===== config.mk =====
export PLATFORM = sky130hd
export DESIGN_NAME = sideband_irq_agg
export DESIGN_NICKNAME = d
export VERILOG_FILES = /design/src/rtl/sbirq_pkg.sv /design/src/rtl/sbirq_sync.sv /design/src/rtl/sbirq_capture.sv /design/src/rtl/sbirq_regs.sv /design/src/rtl/sideband_irq_agg.sv
export SDC_FILE = /design/constraint.sdc
export NUM_CORES = 1
export LEC_CHECK = 0
export ABC_AREA = 1
export CAP_MARGIN = 20
export CORE_MARGIN = 5
export CORE_UTILIZATION = 40
export DETAILED_ROUTE_END_ITERATION = 16
export GPL_TIMING_DRIVEN = 1
export PLACE_DENSITY = 0.7
export RECOVER_POWER = 50
export SYNTH_ARGS = -nofsm -noshare
export SYNTH_HDL_FRONTEND = slang
export SYNTH_SLANG_ARGS = --single-unit

===== constraint.sdc =====
create_clock -name clk_i -period 3.4 [get_ports clk_i]
set_input_delay 0.68 -clock clk_i [delete_from_list [all_inputs] [get_ports clk_i]]
set_output_delay 0.68 -clock clk_i [all_outputs]
set_load 0.05 [all_outputs]

===== src/rtl/sbirq_pkg.sv =====
`timescale 1ns/1ps
package sbirq_pkg;

  localparam logic [31:0] OFS_CTL = 32'h00;
  localparam logic [31:0] OFS_MSK = 32'h04;
  localparam logic [31:0] OFS_PND = 32'h08;
  localparam logic [31:0] OFS_CLR = 32'h0C;
  localparam logic [31:0] OFS_POL = 32'h10;

  typedef enum logic [2:0] {
    SEL_CTL,
    SEL_MSK,
    SEL_PND,
    SEL_CLR,
    SEL_POL,
    SEL_NONE
  } reg_sel_e;

  typedef struct packed {
    logic gen_en;
    logic edge_mode;
  } ctl_t;

  function automatic reg_sel_e decode_reg(input logic [31:0] byte_addr);
    reg_sel_e sel;
    case (byte_addr)
      OFS_CTL: sel = SEL_CTL;
      OFS_MSK: sel = SEL_MSK;
      OFS_PND: sel = SEL_PND;
      OFS_CLR: sel = SEL_CLR;
      OFS_POL: sel = SEL_POL;
      default: sel = SEL_NONE;
    endcase
    return sel;
  endfunction

endpackage


===== src/rtl/sbirq_sync.sv =====
`timescale 1ns/1ps
module sbirq_sync #(
  parameter int WIDTH  = 18,
  parameter int STAGES = 2
) (
  input  logic             clk_i,
  input  logic             rst_ni,
  input  logic [WIDTH-1:0] d_i,
  output logic [WIDTH-1:0] q_o
);

  logic [WIDTH-1:0] stage_q [STAGES];

  always_ff @(posedge clk_i or negedge rst_ni) begin
    if (!rst_ni) begin
      for (int k = 0; k < STAGES; k++) stage_q[k] <= '0;
    end else begin
      stage_q[0] <= d_i;
      for (int k = 1; k < STAGES; k++) stage_q[k] <= stage_q[k-1];
    end
  end

  assign q_o = stage_q[STAGES-1];

  // the first stage takes the raw wire one edge later
  assert_sync_entry_R4: assert property (@(posedge clk_i) disable iff (!rst_ni)
    $past(rst_ni) |-> (stage_q[0] == $past(d_i)));

  generate
    for (genvar gk = 1; gk < STAGES; gk++) begin : g_shift_chk
      // each later stage is a pure one-edge delay of the one before it
      assert_sync_shift_R4: assert property (@(posedge clk_i) disable iff (!rst_ni)
        stage_q[gk] == $past(stage_q[gk-1]));
    end
  endgenerate

endmodule


===== src/rtl/sbirq_capture.sv =====
`timescale 1ns/1ps
module sbirq_capture #(
  parameter int NUM_SRC = 18
) (
  input  logic               clk_i,
  input  logic               rst_ni,
  input  logic [NUM_SRC-1:0] level_i,
  input  logic [NUM_SRC-1:0] pol_i,
  input  logic               edge_mode_i,
  input  logic [NUM_SRC-1:0] clr_i,
  output logic [NUM_SRC-1:0] pend_o
);

  logic [NUM_SRC-1:0] act_w;
  logic [NUM_SRC-1:0] prev_q;
  logic [NUM_SRC-1:0] set_w;
  logic [NUM_SRC-1:0] pend_q;

  // Polarity 1: high is active. Polarity 0: low is active.
  assign act_w = ~(level_i ^ pol_i);

  always_comb begin
    if (edge_mode_i) set_w = act_w & ~prev_q;
    else             set_w = act_w;
  end

  always_ff @(posedge clk_i or negedge rst_ni) begin
    if (!rst_ni) begin
      prev_q <= '0;
      pend_q <= '0;
    end else begin
      prev_q <= act_w;
      // A capture on the same edge overrides the clear.
      pend_q <= (pend_q & ~clr_i) | set_w;
    end
  end

  assign pend_o = pend_q;

  generate
    for (genvar gi = 0; gi < NUM_SRC; gi++) begin : g_bit_chk
      assert_clear_R8: assert property (@(posedge clk_i) disable iff (!rst_ni)
        (clr_i[gi] && !set_w[gi]) |=> !pend_q[gi]);
      assert_set_wins_R9: assert property (@(posedge clk_i) disable iff (!rst_ni)
        set_w[gi] |=> pend_q[gi]);
      assert_no_spurious_R7: assert property (@(posedge clk_i) disable iff (!rst_ni)
        (!pend_q[gi] && !set_w[gi]) |=> !pend_q[gi]);
      assert_edge_needs_rise_R7: assert property (@(posedge clk_i) disable iff (!rst_ni)
        (edge_mode_i && prev_q[gi] && !pend_q[gi]) |=> !pend_q[gi]);
    end
  endgenerate

endmodule


===== src/rtl/sbirq_regs.sv =====
`timescale 1ns/1ps
module sbirq_regs
  import sbirq_pkg::*;
#(
  parameter int NUM_SRC = 18,
  parameter int ADDR_W  = 5,
  parameter int DATA_W  = 32
) (
  input  logic               clk_i,
  input  logic               rst_ni,
  input  logic [ADDR_W-1:0]  addr_i,
  input  logic               we_i,
  input  logic [DATA_W-1:0]  wdata_i,
  input  logic [NUM_SRC-1:0] pend_i,
  output logic [DATA_W-1:0]  rdata_o,
  output ctl_t               ctl_o,
  output logic [NUM_SRC-1:0] mask_o,
  output logic [NUM_SRC-1:0] pol_o,
  output logic [NUM_SRC-1:0] clr_o
);

  localparam int EN_BIT   = DATA_W - 1;
  localparam int EDGE_BIT = DATA_W - 2;

  reg_sel_e           sel_w;
  ctl_t               ctl_q;
  logic [NUM_SRC-1:0] mask_q;
  logic [NUM_SRC-1:0] pol_q;
  logic               unused_wdata_w;

  assign sel_w          = decode_reg(32'(addr_i));
  assign unused_wdata_w = ^wdata_i[EDGE_BIT-1:NUM_SRC];

  always_ff @(posedge clk_i or negedge rst_ni) begin
    if (!rst_ni) begin
      ctl_q  <= '0;
      mask_q <= '0;
      pol_q  <= '1;
    end else if (we_i) begin
      case (sel_w)
        SEL_CTL: begin
          ctl_q.gen_en    <= wdata_i[EN_BIT];
          ctl_q.edge_mode <= wdata_i[EDGE_BIT];
        end
        SEL_MSK: mask_q <= wdata_i[NUM_SRC-1:0];
        SEL_POL: pol_q  <= wdata_i[NUM_SRC-1:0];
        default: ;
      endcase
    end
  end

  assign clr_o = (we_i && sel_w == SEL_CLR) ? wdata_i[NUM_SRC-1:0] : '0;

  always_comb begin
    rdata_o = '0;
    case (sel_w)
      SEL_CTL: begin
        rdata_o[EN_BIT]   = ctl_q.gen_en;
        rdata_o[EDGE_BIT] = ctl_q.edge_mode;
      end
      SEL_MSK: rdata_o[NUM_SRC-1:0] = mask_q;
      SEL_PND: rdata_o[NUM_SRC-1:0] = pend_i;
      SEL_POL: rdata_o[NUM_SRC-1:0] = pol_q;
      default: ;
    endcase
  end

  assign ctl_o  = ctl_q;
  assign mask_o = mask_q;
  assign pol_o  = pol_q;

  assert_mask_readback_R3: assert property (@(posedge clk_i) disable iff (!rst_ni)
    (we_i && sel_w == SEL_MSK) |=> (mask_o == $past(wdata_i[NUM_SRC-1:0])));
  assert_pol_readback_R3: assert property (@(posedge clk_i) disable iff (!rst_ni)
    (we_i && sel_w == SEL_POL) |=> (pol_o == $past(wdata_i[NUM_SRC-1:0])));
  assert_ctl_stable_R3: assert property (@(posedge clk_i) disable iff (!rst_ni)
    !(we_i && sel_w == SEL_CTL) |=> $stable(ctl_o));

endmodule


===== src/rtl/sideband_irq_agg.sv =====
`timescale 1ns/1ps
module sideband_irq_agg
  import sbirq_pkg::*;
#(
  parameter int NUM_SRC     = 18,
  parameter int ADDR_W      = 5,
  parameter int DATA_W      = 32,
  parameter int SYNC_STAGES = 2
) (
  input  logic               clk_i,
  input  logic               rst_ni,
  input  logic [NUM_SRC-1:0] irq_req_i,
  input  logic [ADDR_W-1:0]  bus_addr_i,
  input  logic               bus_we_i,
  input  logic [DATA_W-1:0]  bus_wdata_i,
  output logic [DATA_W-1:0]  bus_rdata_o,
  output logic               cascade_irq_o
);

  ctl_t               ctl_w;
  logic [NUM_SRC-1:0] level_w;
  logic [NUM_SRC-1:0] mask_w;
  logic [NUM_SRC-1:0] pol_w;
  logic [NUM_SRC-1:0] clr_w;
  logic [NUM_SRC-1:0] pend_w;

  sbirq_sync #(
    .WIDTH  (NUM_SRC),
    .STAGES (SYNC_STAGES)
  ) u_sync (
    .clk_i  (clk_i),
    .rst_ni (rst_ni),
    .d_i    (irq_req_i),
    .q_o    (level_w)
  );

  sbirq_capture #(
    .NUM_SRC (NUM_SRC)
  ) u_capture (
    .clk_i       (clk_i),
    .rst_ni      (rst_ni),
    .level_i     (level_w),
    .pol_i       (pol_w),
    .edge_mode_i (ctl_w.edge_mode),
    .clr_i       (clr_w),
    .pend_o      (pend_w)
  );

  sbirq_regs #(
    .NUM_SRC (NUM_SRC),
    .ADDR_W  (ADDR_W),
    .DATA_W  (DATA_W)
  ) u_regs (
    .clk_i   (clk_i),
    .rst_ni  (rst_ni),
    .addr_i  (bus_addr_i),
    .we_i    (bus_we_i),
    .wdata_i (bus_wdata_i),
    .pend_i  (pend_w),
    .rdata_o (bus_rdata_o),
    .ctl_o   (ctl_w),
    .mask_o  (mask_w),
    .pol_o   (pol_w),
    .clr_o   (clr_w)
  );

  assign cascade_irq_o = ctl_w.gen_en & (|(mask_w & pend_w));

  // without a bus write, pending bits can only be added, so the request holds
  assert_cascade_hold_R10: assert property (@(posedge clk_i) disable iff (!rst_ni)
    (cascade_irq_o && !bus_we_i) |=> cascade_irq_o);
  // dropping the global enable silences the output on the next cycle
  assert_global_off_R10: assert property (@(posedge clk_i) disable iff (!rst_ni)
    (bus_we_i && decode_reg(32'(bus_addr_i)) == SEL_CTL && !bus_wdata_i[DATA_W-1])
      |=> !cascade_irq_o);

endmodule


==> results of run 1 <==
## worst reg2reg max path: cells and delay by family (launching register included)
| kind | cells | cell delay (ns) |
|---|---|---|
| AND/OR/NAND/NOR | 3 | 0.26 |
| flip-flops | 1 | 0.34 |
| buffers and inverters | 1 | 0.28 |
## worst max-delay path by stage
stage,from,to,cells after the start
6_report,bus_addr_i[3],bus_rdata_o[7],7
5_1_grt,rst_ni,u_regs.mask_o[3],2
4_1_cts,bus_addr_i[3],bus_rdata_o[10],7
3_5_place_dp,bus_addr_i[3],bus_rdata_o[10],7
3_3_place_gp,bus_addr_i[3],bus_rdata_o[1],7
2_1_floorplan,bus_addr_i[1],bus_rdata_o[30],5
## cells by family after synthesis
logic type             count (synthesis)  share of synthesized area, %
buffers and inverters                 47                          6.06
flip-flops                           110                          60.0
XOR/XNOR                              18                          3.41
AND/OR/NAND/NOR                      250                          23.4
other                                  1                        0.0811
AO/OA/AOI/OAI                         38                          7.03
## synthesized netlist by cell type
cell type    n
nand2_1    196
dfrtp_1     92
o21ai_2     36
inv_1       22
nand3_1     21
dfstp_2     18
xnor2_1     18
buf_4       13
nand2_2     13
nor2_1      11
buf_6        7
nor2_4       3
a21oi_1      2
buf_2        2
clkbuf_1     2
nand2_4      2
nor2_8       2
conb_1       1
inv_2        1
nand3_4      1
nor2_2       1
## cell type report
class / instances / area, um2 / share of cell area [%]
Clock buffer: 10 / 229 / 3.93
Sequential cell: 110 / 2780 / 47.6
Timing Repair Buffer: 69 / 876 / 15.0
Inverter: 23 / 86.3 / 1.48
Tap cell: 143 / 179 / 3.07
Clock inverter: 6 / 68.8 / 1.18
Multi-Input combinational cell: 318 / 1610 / 27.7
## cell usage in the layout, fill, tap and decap left out, drive strengths merged, types with 18 or more instances in the layout
cell type	n
dfrtp	92
dfstp	18
inv	25
xnor2	18
clkdlybuf4s50	27
buf	22
nand3	22
o21ai	36
dlygate4sd3	18
nand2	211
## per-layer routing
layer	global-route usage (%)	share of wire, %	vias to the layer above
met5	0	0	-
met4	5.16	1.7	0
met3	3.36	6.6	13
met2	22.3	47	92
met1	19.6	45	1472
li1	-	-	1542
## stage by stage
stage / total power, W / instance area, um2 / setup WS [ns] / hold slack (ns) / util (%)
finish: 0.00314 / 5830 / 0.420 / 0.350 / 51.2
global route: 0.00330 / 5830 / 0.228 / 0.353 / 51.2
CTS: 0.00319 / 5840 / 0.400 / 0.351 / 51.4
detailed placement: 0.00215 / 5550 / 0.405 / 0.335 / 48.8
global placement: 0.00213 / 5550 / 0.456 / 0.332 / 48.8
floorplan: 0.00195 / 4670 / 0.970 / 0.331 / -
## state kept, by name, summed over array words and instances (netlist names)
signal,flops
u_capture.pend_o,18
u_capture.prev_q,18
u_regs.ctl_o,2
u_regs.mask_o,18
u_regs.pol_o,18
u_sync.q_o,18
u_sync.stage_q,18
## power by group through the flow
stage          registers [W]  logic [W]  clock network [W]
2_1_floorplan        0.00160   0.000358                  0
3_3_place_gp         0.00161   0.000514                  0
3_5_place_dp         0.00162   0.000527                  0
4_1_cts              0.00160   0.000530            0.00107
5_1_grt              0.00161   0.000574            0.00112
6_report             0.00158   0.000513            0.00105
==> out/results.tsv, run 1 <==
metric	value	unit
worst-slew-pin-transition	1.34	ns
ant_nets	0	
drv_cap	0	
cts_setup_buffers	0	
viasPerCell	4.59	
critPathTopFamily	simple AND/OR/NAND/NOR gates	
power_frac_seq	50.3	%
synth_top_cell_by_area	dfrtp_1	
skew	0.00738	ns
drive_gt1_share	18.3	%
grt_pass1_wl	16100	um
fp.dieH	118	um
cp_cell_sequence	clkdlybuf4s50_1 > nor2_2 > nand2_2 > nor2_8 > nand2_1 > nand3_1 > buf_12	
setup-violations-final	0	
pwr-share-clk	33.4	%
fin_crit	2.98	ns
design.die.area	13800	um2
grtUsageTotal	14.3	%
insertedDiodeCount	0	
min_path_cells	0	
syn_inst	464	
fin_crit_sh	87.7	%
h-tree-depth	3	
synth_top_area_share	49.8	%
rrSetupSlack	2.40	ns
timing.fmax	336	MHz
clockBufferDepth	2	
hold_start	u_sync.stage_q[35]	
grt_overflow	0	
final_net_count	589	
numPortBuffers	66	
wire_per_inst	13.8	um
hp-class	reg2reg	
holdPathEnd	u_sync.q_o[17]	
coreArea	11400	um2
hold_buffers	0	
cts_root_buf	clkbuf_16	
syn-mean-instance-area	9.97	um2
slew_headroom	10.8	%
worst-path-buf-inv	2	
crit_fanout	19	
comb_power_share	16.3	%
drv_slew	0	
place_congestion	0.751	
clkSinkCount	110	
drcViolationCount	0	
arrival	2.30	ns
routed_wirelength	9360	um
fin_tns_setup	0	ns
clk_transition_reported_paths	0.07	ns
crit_slowest_cell	clkdlybuf4s50_1	
dp_cells	663	
crit_required	2.72	ns
start_kind	primary input	
n_fill_cell	1043	
antenna_found_initial	0	
ctsResizeCount	0	
synth_area_leaders	dfrtp_1, nand2_1, dfstp_2	
r2r_end	u_capture.pend_o[8]	
rsz0062_at_grt	false	
die_x	118	um
grt_pass1_vias	3182	
clk_latency	0.34	ns
vias	3119	
swShare	27.6	%
synth.distinct_cells	21	
leakage	2.68	nW
crit_path_end_kind	primary output	
synth-seq-cells	110	
row_count	39	
syn_area	4630	um2
power.switching	0.000868	W
p_int	0.00228	W
grt_max_degree	57	
drt-pass1-iter-count	4	
dp_hpwl	6240	um
initial_utilization	40.7	%
ys_seq_area_share	60.0	%
crit_type	in2out	
pin_count	91	
ir_drop	266	uV
final_cells	679	
synthToLayoutAreaGrowth	25.9	%
first_iter_violations	197	
hold_violations	0	
numCtsBuffers	9	
ff2ff_path_depth	4	
ys_warn_count	0	
outcome	finished, final reports clean	
power_density	540	nW/um2
cts_tree	done	
rr_startpoint	u_regs.ctl_o[0]	
critPathMaxStageDelay	0.56	ns
(Power assumes the default switching activity.)
==> run 2: changes to the inputs <==
- HOLD_SLACK_MARGIN: unset -> 0.06
==> results of run 2 <==
Same layout as run 1: the final DEF is identical, and so are final timing and power.
